$ cat src/rtl/gpio_bank_pkg.sv
package gpio_bank_pkg;
  localparam int ADDR_W   = 8;
  localparam int GC_W     = 16;
  localparam int PU_BIT   = 12;
  localparam logic [ADDR_W-1:0] F_ADDR     = 8'h28;
  localparam logic [ADDR_W-1:0] GC_LO_ADDR = 8'h38;
  localparam logic [ADDR_W-1:0] GC_HI_ADDR = 8'h39;

  // address of the data register of port k
  function automatic logic [ADDR_W-1:0] data_addr(input int k);
    return ADDR_W'(k * 8);
  endfunction

  // address of the direction register of port k
  function automatic logic [ADDR_W-1:0] dir_addr(input int k);
    return ADDR_W'(k * 8 + 4);
  endfunction

  // read value: latched bits where output, pin bits where input
  function automatic logic [7:0] merge_read(input logic [7:0] dir,
                                            input logic [7:0] latch,
                                            input logic [7:0] pin);
    return (dir & latch) | (~dir & pin);
  endfunction
endpackage

$ cat src/rtl/gpio_sync.sv
module gpio_sync #(
  parameter int W      = 8,
  parameter int STAGES = 2
) (
  input  logic         clk,
  input  logic         rst_n,
  input  logic [W-1:0] d,
  output logic [W-1:0] q
);
  logic [W-1:0] chain [STAGES];

  always_ff @(posedge clk or negedge rst_n) begin
    if (!rst_n) begin
      for (int i = 0; i < STAGES; i++) chain[i] <= '0;
    end else begin
      chain[0] <= d;
      for (int i = 1; i < STAGES; i++) chain[i] <= chain[i-1];
    end
  end

  assign q = chain[STAGES-1];
endmodule

$ cat src/rtl/gpio_port.sv
module gpio_port #(
  parameter int W = 8
) (
  input  logic         clk,
  input  logic         rst_n,
  input  logic         wr_data,
  input  logic         wr_dir,
  input  logic [W-1:0] wdata,
  input  logic [W-1:0] pin_sync,
  output logic [W-1:0] data_q,
  output logic [W-1:0] dir_q,
  output logic [W-1:0] rd_data
);
  import gpio_bank_pkg::*;

  always_ff @(posedge clk or negedge rst_n) begin
    if (!rst_n) begin
      data_q <= '0;
      dir_q  <= '0;
    end else begin
      if (wr_data) data_q <= wdata;
      if (wr_dir)  dir_q  <= wdata;
    end
  end

  assign rd_data = merge_read(dir_q, data_q, pin_sync);

  assert_data_write_R1: assert property (@(posedge clk) disable iff (!rst_n)
    wr_data |=> data_q == $past(wdata));
  assert_dir_write_R1: assert property (@(posedge clk) disable iff (!rst_n)
    wr_dir |=> dir_q == $past(wdata));
  assert_dir_hold_R1: assert property (@(posedge clk) disable iff (!rst_n)
    !wr_dir |=> $stable(dir_q));
endmodule

$ cat src/rtl/gpio_edge.sv
module gpio_edge #(
  parameter int W = 4
) (
  input  logic         clk,
  input  logic         rst_n,
  input  logic [W-1:0] cur,
  output logic [W-1:0] pulse
);
  logic [W-1:0] prev_q;

  always_ff @(posedge clk or negedge rst_n) begin
    if (!rst_n) prev_q <= '0;
    else        prev_q <= cur;
  end

  assign pulse = cur ^ prev_q;

  // assumes pins hold each level for at least two cycles
  for (genvar i = 0; i < W; i++) begin : g_chk
    assert_irq_single_R7: assert property (@(posedge clk) disable iff (!rst_n)
      pulse[i] |=> !pulse[i]);
  end
endmodule

$ cat src/rtl/gpio_bank.sv
module gpio_bank #(
  parameter int PORT_W      = 8,
  parameter int NUM_PORTS   = 5,
  parameter int SYNC_STAGES = 2,
  parameter int D_IDX       = 3,
  parameter int IRQ_LO      = 2,
  parameter int IRQ_N       = 4,
  parameter int CMP_LO      = 4
) (
  input  logic                          clk,
  input  logic                          rst_n,
  input  logic [7:0]                    bus_addr,
  input  logic                          bus_wr,
  input  logic [7:0]                    bus_wdata,
  output logic [7:0]                    bus_rdata,
  input  logic [PORT_W*NUM_PORTS-1:0]   pin_in,
  output logic [PORT_W*NUM_PORTS-1:0]   pin_out,
  output logic [PORT_W*NUM_PORTS-1:0]   pin_oe,
  input  logic [PORT_W-1:0]             pin_in_f,
  input  logic                          cmp_en,
  output logic                          cond1,
  output logic                          cond2,
  output logic [IRQ_N-1:0]              pin_irq,
  output logic                          pullup_en_f
);
  import gpio_bank_pkg::*;

  localparam int ALL_W = PORT_W * NUM_PORTS;
  localparam int D_LSB = D_IDX * PORT_W;

  logic [ALL_W-1:0]  pin_sync;
  logic [PORT_W-1:0] f_sync;
  logic [ALL_W-1:0]  dir_all;
  logic [PORT_W-1:0] port_rd   [NUM_PORTS];
  logic [PORT_W-1:0] port_dir  [NUM_PORTS];
  logic [GC_W-1:0]   gc_q;
  logic              addr_hit;
  logic [PORT_W-1:0] d_sync;
  logic [ALL_W-1:0]  cmp_mask;

  gpio_sync #(.W(ALL_W), .STAGES(SYNC_STAGES)) u_sync_bidir (
    .clk(clk), .rst_n(rst_n), .d(pin_in), .q(pin_sync));

  gpio_sync #(.W(PORT_W), .STAGES(SYNC_STAGES)) u_sync_f (
    .clk(clk), .rst_n(rst_n), .d(pin_in_f), .q(f_sync));

  for (genvar k = 0; k < NUM_PORTS; k++) begin : g_port
    logic wr_d, wr_c;
    assign wr_d = bus_wr && (bus_addr == data_addr(k));
    assign wr_c = bus_wr && (bus_addr == dir_addr(k));
    gpio_port #(.W(PORT_W)) u_port (
      .clk(clk), .rst_n(rst_n),
      .wr_data(wr_d), .wr_dir(wr_c), .wdata(bus_wdata),
      .pin_sync(pin_sync[k*PORT_W +: PORT_W]),
      .data_q(pin_out[k*PORT_W +: PORT_W]),
      .dir_q(port_dir[k]),
      .rd_data(port_rd[k]));
    assign dir_all[k*PORT_W +: PORT_W] = port_dir[k];
  end

  // comparator takes two port D pins away from the pad drivers
  always_comb begin
    cmp_mask = '1;
    if (cmp_en) begin
      cmp_mask[D_LSB + CMP_LO]     = 1'b0;
      cmp_mask[D_LSB + CMP_LO + 1] = 1'b0;
    end
  end
  assign pin_oe = dir_all & cmp_mask;

  assign d_sync = pin_sync[D_LSB +: PORT_W];
  assign cond1  = d_sync[0];
  assign cond2  = d_sync[1] & ~cmp_en;

  gpio_edge #(.W(IRQ_N)) u_edge (
    .clk(clk), .rst_n(rst_n),
    .cur(d_sync[IRQ_LO +: IRQ_N]), .pulse(pin_irq));

  always_ff @(posedge clk or negedge rst_n) begin
    if (!rst_n) begin
      gc_q <= '0;
    end else if (bus_wr) begin
      if (bus_addr == GC_LO_ADDR) gc_q[7:0]  <= bus_wdata;
      if (bus_addr == GC_HI_ADDR) gc_q[15:8] <= bus_wdata;
    end
  end
  assign pullup_en_f = gc_q[PU_BIT];

  always_comb begin
    bus_rdata = '0;
    addr_hit  = 1'b0;
    for (int k = 0; k < NUM_PORTS; k++) begin
      if (bus_addr == data_addr(k)) begin
        bus_rdata = port_rd[k];
        addr_hit  = 1'b1;
      end
      if (bus_addr == dir_addr(k)) begin
        bus_rdata = port_dir[k];
        addr_hit  = 1'b1;
      end
    end
    if (bus_addr == F_ADDR) begin
      bus_rdata = f_sync;
      addr_hit  = 1'b1;
    end
    if (bus_addr == GC_LO_ADDR) begin
      bus_rdata = gc_q[7:0];
      addr_hit  = 1'b1;
    end
    if (bus_addr == GC_HI_ADDR) begin
      bus_rdata = gc_q[15:8];
      addr_hit  = 1'b1;
    end
  end

  assert_cmp_release_R6: assert property (@(posedge clk) disable iff (!rst_n)
    cmp_en |-> pin_oe[D_LSB + CMP_LO +: 2] == 2'b00);
  assert_cond2_gate_R5: assert property (@(posedge clk) disable iff (!rst_n)
    cmp_en |-> !cond2);
  assert_unmapped_zero_R10: assert property (@(posedge clk) disable iff (!rst_n)
    !addr_hit |-> bus_rdata == '0);
  assert_pullup_hold_R9: assert property (@(posedge clk) disable iff (!rst_n)
    !(bus_wr && bus_addr == GC_HI_ADDR) |=> $stable(pullup_en_f));
endmodule

$ cat config.mk
export PLATFORM = sky130hd
export DESIGN_NAME = gpio_bank
export DESIGN_NICKNAME = d
export VERILOG_FILES = /design/src/rtl/gpio_bank_pkg.sv /design/src/rtl/gpio_sync.sv /design/src/rtl/gpio_port.sv /design/src/rtl/gpio_edge.sv /design/src/rtl/gpio_bank.sv
export SDC_FILE = /design/constraint.sdc
export NUM_CORES = 1
export LEC_CHECK = 0
export ABC_AREA = 1
export BUFFER_PORTS_ARGS = -buffer_cell sky130_fd_sc_hd__buf_2
export CORE_ASPECT_RATIO = 1.2
export CORE_MARGIN = 10
export CORE_UTILIZATION = 30
export DETAILED_ROUTE_END_ITERATION = 6
export GPL_TIMING_DRIVEN = 0
export SLEW_MARGIN = 15
export SYNTH_ARGS = -nofsm -noshare
export SYNTH_HDL_FRONTEND = slang
export SYNTH_SLANG_ARGS = --single-unit
$ cat constraint.sdc
create_clock -name clk -period 2.4 [get_ports clk]
set_clock_uncertainty 0.2 [all_clocks]
set_input_delay 0.36 -clock clk [delete_from_list [all_inputs] [get_ports clk]]
set_output_delay 0.36 -clock clk [all_outputs]
set_load 0.01 [all_outputs]
==> run metrics, run 1 <==
status complete, but fails checks; violated checks setup timing; Chip Width 168 µm; critical path class flip-flop to output pin; worst setup margin -0.257 ns; pre-CTS WS -0.414 ns; Pre-antenna DRT Iters 4; Slowest-stage cell, CP dfrtp_1; Max Freq 376 MHz; CP max FO 5; Slew HR 49.0%; DIE AREA 0.0331 mm²; Worst Tran Pin Value 0.765 ns; CTS tree done; worst vdd ir 0.437 mV; Setup Viol. Count Final 8; Setup crit end kind output pin; M1 wire length 10.5 mm; synthesized net count 868; Register Area 0.00491 mm²; DRT iter0 DRCs 384; commonest non-fill, non-tap cell in the layout nand2_1; setup TNS -1.38 ns; Max clock buf depth 2; hpwl dp 17.7 mm; vias in the first global route 6203; placed insts 1294; max capacitance violation total 0; Power Dens Cells 661 mW/mm²; area leader, netlist dfrtp_1; Top Ports 163; cts bufs inserted 17; final number of hold-violating endpoints 0; routed len/inst 17.4 µm; synth top area cells dfrtp_1 62%, nand2_1 12%, o21ai_0 6.6%; Fillers 2522; H-tree depth 4; Final Cycle Share 111%; number of synthesized register bits 196; Buf/Inv on CP 1; Total Wirelength 24.4 mm; yosys warns 0; initial core utilization 30.7%; final antenna-violating net count 0; CP Cell Sequence nand2_1 > o21ai_1 > nand2_1 > nand2_1 > nor2_2 > nand3_1 > nand2_2 > nand4_1 > nor2_2 > nand4_1 > buf_2; share of cells above drive strength 1 32.1%; post-synth cell types 28; Design Power 6.96 mW; RSZ-0062 raised after global routing true; Reg clk slew, reported paths 0.07 ns; worst skew pair latency 0.44 ns; top-area cell type share of the netlist area 62.4%; min Tclk post-route 2.66 ns; Static Leakage 5.24 nW; routed via count 6253; initial antenna violation count 4; Slew Limit Fails 0; Port-buffer cells 162; first-pass GRT wire length 36.7 mm; CP max stage delay 0.42 ns; Area Growth Syn to Fin 34.2%; Die Y 197 µm; Critical Path Start Type flip-flop; wire length on met3 1.20 mm; sequential fraction of the synthesis area 62.4%; commonest non-fill, non-tap cells in the layout 236 x nand2_1, 194 x dfrtp_1, 170 x buf_2; worst min path class input port to flip-flop; met2 WL 11.8 mm; drt drc 0; Top delay family on crit path simple AND/OR/NAND/NOR gates; num rows 64; area occupied by multi-input gates 0.00244 mm²; synthesized area per cell 9.82 µm²; GP Congestion 0.867; most frequent CP cell nand2_1; Root Buffer clkbuf_16; Layout Nets 1126; Clock Sinks 196; largest net degree at the start of global routing 91; Core ar. 0.0256 mm²; final hold slack 0.0118 ns; vias per std cell 4.46; total grt overflow 0; Synth Instances 800; GRT Total Usage 14.5%; final non-filler cell total 1402; uppermost layer routed met5; Synth Cell Area 0.00786 mm²; Critical Path AT 2.10 ns; CP Data Required Time 1.84 ns
where the power goes:
part	total [mW]	internal, mW	switching (mW)
Sequential	3.56	3.46	0.100
Combinational	0.629	0.282	0.347
Clock	2.77	1.42	1.35
through the flow:
stage               area, µm²  util (%)
floorplan                7860         -
global placement         9080      35.4
detailed placement       9140      35.7
CTS                     10400      40.5
global route            10500      41.1
finish                  10500      41.1
final timing paths:
check                                     startpoint                          to  slack (ns)  depth (start not counted)
hold reg to reg               u_sync_bidir.chain[57]          u_sync_bidir.q[17]        0.15                          0
setup reg to reg           g_port[0].u_port.dir_q[7]   g_port[0].u_port.dir_q[7]        1.25                          4
setup / recovery           g_port[0].u_port.dir_q[5]                bus_rdata[5]       -0.26                         11
max in group asynchronous                      rst_n                     gc_q[0]        0.72                          4
hold / removal                          bus_wdata[5]  g_port[2].u_port.data_q[5]        0.01                          3
min in group asynchronous                      rst_n  g_port[0].u_port.data_q[6]        0.18                          2
synth_stat cells:
cell type and count:
nor2_1 42, nand2_4 3, dfrtp_1 196, nand4_1 16
nand2_1 244, xor2_1 4, inv_2 2, o21ai_2 7
nand2_2 4, inv_1 58, a21oi_1 6, o211ai_1 5
nand3_4 2, or2_2 3, buf_6 3, nand3_1 21
mux2_2 5, nor2_2 2, clkbuf_1 9, buf_2 10
nor3_2 1, mux2i_1 2, buf_4 38, o21ai_1 1
nor4_4 2, nor2_4 8, o21ai_0 104, nor3_1 2
per-layer routing:
layer / up-vias / global-route usage, %
li1: 3039 / -
met1: 2993 / 17.9
met2: 175 / 23.4
met3: 42 / 3.52
met4: 4 / 6.65
met5: - / 0
repair_timing:
| action | 4_1_cts | 5_1_grt |
|---|---|---|
| pin swaps | 18 | 34 |
| resized for setup | 32 | 21 |
| setup endpoints to repair | 8 | 8 |
| hold endpoints to repair | 131 | 0 |
| hold buffers | 49 | 0 |
| gates cloned | 0 | 0 |
| setup buffers | 13 | 13 |
cells by family after synthesis:
group,synth area share [%]
muxes,0.972
AOI/OAI and AO/OA,8.33
DFF,62.4
and+or+nand+nor,19.8
xor gates and xnor gates,0.446
buffers and inverters,8.00
sequential cells by signal, indices dropped and copies added, names as in the netlist:
signal / count
g_port.u_port.data_q: 40
g_port.u_port.dir_q: 40
u_sync_bidir.chain: 40
u_sync_bidir.q: 40
gc_q: 16
u_sync_f.chain: 8
u_sync_f.q: 8
u_edge.prev_q: 4
worst reg2reg max path, stage by stage, from the launching register on:
cell     delay, ns
dfrtp_1       0.41
buf_4         0.15
buf_4         0.13
nand2_1       0.05
o21ai_0       0.08
layout make-up:
type,instances,share of cell area (%)
antenna,2,0.0475
buffer,60,3.85
clock buffer,19,4.30
clock inverter,12,1.08
inverter,60,2.14
multi-input combinational,484,23.1
sequential,196,46.6
tap,330,3.92
timing repair buffer,239,15.0
No activity file was read; power rests on OpenSTA's default activity.
==> run 2, diff against run 1 <==
--- a/config.mk
+++ b/config.mk
@@ -5,7 +5,6 @@
 export SDC_FILE = /design/constraint.sdc
 export NUM_CORES = 1
 export LEC_CHECK = 0
-export ABC_AREA = 1
 export BUFFER_PORTS_ARGS = -buffer_cell sky130_fd_sc_hd__buf_2
 export CORE_ASPECT_RATIO = 1.2
 export CORE_MARGIN = 10
==> run metrics, run 2 <==
status complete, but fails checks; violated checks setup timing; area leader, netlist dfrtp_1; most frequent CP cell a311o_1; Buf/Inv on CP 1; synthesized area per cell 13.4 µm²; crit path to bus_rdata[1]; cts bufs inserted 17; Pre-antenna DRT Iters 4; Slowest-stage cell, CP dfrtp_1; sequential fraction of the synthesis area 61.2%; commonest non-fill, non-tap cell in the layout dfrtp_1; worst r2r dst g_port[1].u_port.dir_q[0]; worst min path class input port to flip-flop; async set-reset flop share out of synthesis 100%; initial core utilization 30.4%; crit path launch g_port[2].u_port.dir_q[1]; Top delay family on crit path compound AO/OA/AOI/OAI gates; Root Buffer clkbuf_16; Area Growth Syn to Fin 39.6%; worst vdd ir 0.357 mV; Synth Cell Area 0.00801 mm²; Min-Delay Path Depth 2; Setup Viol. Count Final 8; Post-synth EDFFs 0; min Tclk post-route 2.62 ns; routed len/inst 21.2 µm; Setup crit end kind output pin; Critical Path Start Type flip-flop; vias per std cell 4.84; most numerous cell in the Yosys netlist dfrtp_1; CTS tree done; complex-gate fraction of the synthesized area 9.71%; drt drc 0; CP max stage delay 0.40 ns; Synth Instances 597; Clock Sinks 196; post-synth cell types 60; Critical R2R Launch g_port[1].u_port.dir_q[0]; number of synthesized register bits 196; total grt overflow 0; share of cells above drive strength 1 53.0%; CP max FO 2; GRT Total Usage 15.1%; worst skew pair latency 0.44 ns; top-area cell type share of the netlist area 61.2%; design area 0.0112 mm²; Max clock buf depth 2; max capacitance violation total 0; commonest non-fill, non-tap cells in the layout 194 x dfrtp_1, 156 x buf_2, 103 x mux2_2; H-tree depth 4; CP Cell Sequence mux2i_1 > nand2_1 > a31o_2 > a311o_1 > a311o_1 > buf_2; post-synthesis mux area share 15.8%; hpwl dp 18.4 mm; Die Y 199 µm; area share of and/or/nand/nor cells after synthesis 7.35%; setup TNS -1.42 ns; synthesized net count 665; CP Data Required Time 1.84 ns; area share of fa/ha/maj cells after synthesis 0%; largest net degree at the start of global routing 100; Slew Limit Fails 0; Critical Path AT 2.06 ns; FF-to-FF setup slack 1.26 ns; critical path class flip-flop to output pin; Max Freq 382 MHz; synth top area cells dfrtp_1 61%, mux2_2 15%, buf_4 3.6%; Final Cycle Share 109%; post-synthesis xor/xnor area fraction 0.437%; Top Ports 163; DRT iter0 DRCs 411; Layout Nets 926; Total Wirelength 25.6 mm; final number of hold-violating endpoints 0; Reg clk slew, reported paths 0.07 ns; first-pass GRT wire length 38.2 mm; antenna cell count 0; Power Dens Cells 652 mW/mm²; Design Power 7.30 mW; initial antenna violation count 0; RSZ-0062 raised after global routing true; yosys warns 0; Port-buffer cells 161; routed via count 5827; Levels on crit path 6; worst hold start bus_wdata[7]; vias in the first global route 6293; final core occ 42.5%; DP Area 0.00929 mm²; top post-synthesis cells by count 196 x dfrtp_1, 106 x mux2_2, 38 x buf_4, 33 x o21ai_0, 19 x clkbuf_1; Static Leakage 5.42 nW; largest family of logic cells by synthesized area multiplexers; Slew HR 49.4%; ys flop type dfrtp_1; num rows 65; GP Congestion 0.833; pre-CTS WS -0.989 ns; Chip Width 169 µm; Core ar. 0.0264 mm²; DIE AREA 0.0337 mm²; final antenna-violating net count 0; Worst Tran Pin Value 0.760 ns; worst setup margin -0.221 ns; reg2reg path depth 2; Fillers 2477
==> run 2: cell types whose count changed in the layout (fill, tap and decap cells not counted), moves of 9 or more <==
cell      delta
nand4_1     -14
nand2_1    -224
inv_1       -51
nand3_1      -9
nor2_1      -13
mux2_2      +99
o21ai_0     -69
nand2b_1     +9
buf_2       -14
nor2_2      -11
o21ai_1     -10
nor2_4       -9
==> run 2: cell families after synthesis <==
group / Yosys count
flip-flops: 196
multiplexers: 113
AND/OR/NAND/NOR: 96
AO/OA/AOI/OAI: 113
XOR/XNOR: 4
buffers and inverters: 75
==> run 2: worst reg2reg max path, delay by kind of cell (launching register included) <==
family / cells / cell delay [ns]
muxes: 1 / 0.25
DFF: 1 / 0.41
buffers and inverters: 1 / 0.16
==> run 2: area by class of cell <==
type / count / area, µm² / area share [%]
flip-flops and latches: 196 / 4910 / 43.9
multi-input cells: 326 / 3070 / 27.4
repair buffers: 246 / 1660 / 14.9
plain buffers: 63 / 493 / 4.41
clock buffers: 19 / 453 / 4.05
well taps: 335 / 419 / 3.75
clock inverters: 11 / 153 / 1.36
inverters: 8 / 31.3 / 0.280
==> run 2: how the worst min path moves through the flow <==
stage	end	slack, ns
floorplan	g_port[0].u_port.data_q[0]	-0.14
global placement	u_sync_bidir.q[26]	0.13
detailed placement	u_sync_bidir.q[12]	0.13
CTS	g_port[2].u_port.data_q[7]	0.006
global route	g_port[2].u_port.dir_q[7]	0.007
finish	g_port[2].u_port.dir_q[7]	0.01
==> run 2: what timing repair did <==
action | 4_1_cts | 5_1_grt
setup endpoints to repair | 8 | 8
hold buffers | 56 | 0
endpoints found under the hold margin | 159 | 0
buffers inserted | 21 | 7
pin swaps | 28 | 19
resized for setup | 105 | 36
==> run 2: power by group <==
| group | switching, mW | leakage [nW] | internal, mW |
|---|---|---|---|
| Sequential | 0.100 | 2.49 | 3.46 |
| Clock | 1.26 | 0.288 | 1.69 |
| Combinational | 0.406 | 2.64 | 0.380 |
| Total | 1.76 | 5.42 | 5.53 |
==> run 2: stage by stage <==
stage,std cells,hold WS [ns]
after global routing,1204,0.00660
after detailed placement,1094,0.135
final,1204,0.00968
after floorplan,597,-0.136
after global placement,1093,0.133
after CTS,1199,0.00576
==> run 2: metal layers <==
metal  part of all wire [%]  GRT usage, %  up-vias
met3                    7.0          4.44       29
li1                       -             -     2652
met2                     50          25.1      193
met1                     41          18.3     2953
met4                    2.1          5.06        0
met5                      0             0        -
==> run 3, diff against run 2 <==
--- a/config.mk
+++ b/config.mk
@@ -5,7 +5,7 @@
 export SDC_FILE = /design/constraint.sdc
 export NUM_CORES = 1
 export LEC_CHECK = 0
-export BUFFER_PORTS_ARGS = -buffer_cell sky130_fd_sc_hd__buf_2
+export BUFFER_PORTS_ARGS = -buffer_cell sky130_fd_sc_hd__buf_4
 export CORE_ASPECT_RATIO = 1.2
 export CORE_MARGIN = 10
 export CORE_UTILIZATION = 30
==> run metrics, run 3 (synthesis results as in run 2) <==
Core ar. 0.0264 mm²; Final Cycle Share 110%; routed len/inst 21.1 µm; Max clock buf depth 2; routed via count 5800; Power Dens Cells 648 mW/mm²; Top Ports 163; commonest non-fill, non-tap cells in the layout 224 x buf_4, 193 x dfrtp_1, 102 x mux2_2; CTS tree done; Pre-antenna DRT Iters 5; Slew HR 53.6%; worst vdd ir 0.442 mV; H-tree depth 4; GP Congestion 0.867; final number of hold-violating endpoints 0; Static Leakage 5.48 nW; final core occ 43.8%; commonest non-fill, non-tap cell in the layout buf_4; DRT iter0 DRCs 453; hpwl dp 18.4 mm; Top delay family on crit path compound AO/OA/AOI/OAI gates; Die Y 199 µm; Setup crit end kind output pin; share of cells above drive strength 1 51.7%; Reg clk slew, reported paths 0.07 ns; Chip Width 169 µm; antenna cell count 0; CP Data Required Time 1.84 ns; Area Growth Syn to Fin 44.0%; status complete, but fails checks; final antenna-violating net count 0; Max Freq 377 MHz; cts bufs inserted 17; Layout Nets 929; vias per std cell 4.80; design area 0.0115 mm²; RSZ-0062 raised after global routing true; CP max FO 2; Root Buffer clkbuf_16; critical path class flip-flop to output pin; GRT Total Usage 15.1%; initial antenna violation count 0; Slowest-stage cell, CP dfrtp_2; max capacitance violation total 0; worst setup margin -0.251 ns; Critical Path Start Type flip-flop; largest net degree at the start of global routing 107; most frequent CP cell a311o_1; DP Area 0.00969 mm²; CP max stage delay 0.41 ns; violated checks setup timing; vias in the first global route 6141; total grt overflow 0; Critical Path AT 2.09 ns; Total Wirelength 25.6 mm; min Tclk post-route 2.65 ns; num rows 65; worst min path class flip-flop to flip-flop; DIE AREA 0.0337 mm²; Design Power 7.47 mW; Buf/Inv on CP 1; Slew Limit Fails 0; setup TNS -1.54 ns; Port-buffer cells 161; Clock Sinks 196; pre-CTS WS -0.971 ns; Worst Tran Pin Value 0.696 ns; drt drc 0; Setup Viol. Count Final 8; first-pass GRT wire length 37.9 mm; initial core utilization 30.4%; worst skew pair latency 0.45 ns; CP Cell Sequence mux2i_1 > nand2_1 > a31o_2 > a311o_1 > a311o_1 > buf_4
-- run 3: final timing paths --
check                                     startpoint  cells after the start                   endpoint  slack, ns
setup / recovery           g_port[2].u_port.dir_q[1]                      6               bus_rdata[1]      -0.25
hold / removal                u_sync_bidir.chain[78]                      0         u_sync_bidir.q[38]       0.15
setup reg to reg           g_port[1].u_port.dir_q[0]                      2  g_port[1].u_port.dir_q[0]       1.26
hold reg to reg               u_sync_bidir.chain[78]                      0         u_sync_bidir.q[38]       0.15
max in group asynchronous                      rst_n                      3  g_port[4].u_port.dir_q[0]       0.75
min in group asynchronous                      rst_n                      2         u_sync_bidir.q[11]       0.30
-- run 3: stage by stage --
step | hold WS (ns) | instances
6_report | 0.148 | 1209
5_1_grt | 0.153 | 1209
4_1_cts | 0.145 | 1198
3_5_place_dp | 0.135 | 1094
3_3_place_gp | 0.133 | 1093
2_1_floorplan | -0.136 | 597
-- run 3: layout make-up --
class / count / area [µm²]
clock buffers: 18 / 439
plain buffers: 64 / 498
flip-flops and latches: 196 / 4910
well taps: 335 / 419
inverters: 8 / 31.3
clock inverters: 14 / 190
fillers: 2459 / 14800
multi-input cells: 326 / 2990
repair buffers: 248 / 2060
-- run 3: routing by layer --
metal  track usage (%)  vias to the layer above  part of all wire, %
met2              25.0                      190                   50
met4              5.06                        0                  1.7
li1                  -                     2669                    -
met5                 0                        -                    0
met3              4.58                       24                  7.2
met1              18.2                     2917                   41
-- run 3: repair_timing --
action / CTS / global route
pin swaps: 27 / 15
setup buffers: 18 / 11
hold buffers: 57 / 0
endpoints found under the setup margin: 8 / 8
gates resized for setup: 95 / 23
hold endpoints to repair: 154 / 0
-- run 3: power breakdown --
part	internal, mW	leakage (nW)	switching [mW]
registers	3.46	2.48	0.102
clock network	1.70	0.306	1.36
logic	0.446	2.69	0.399
total	5.61	5.48	1.86
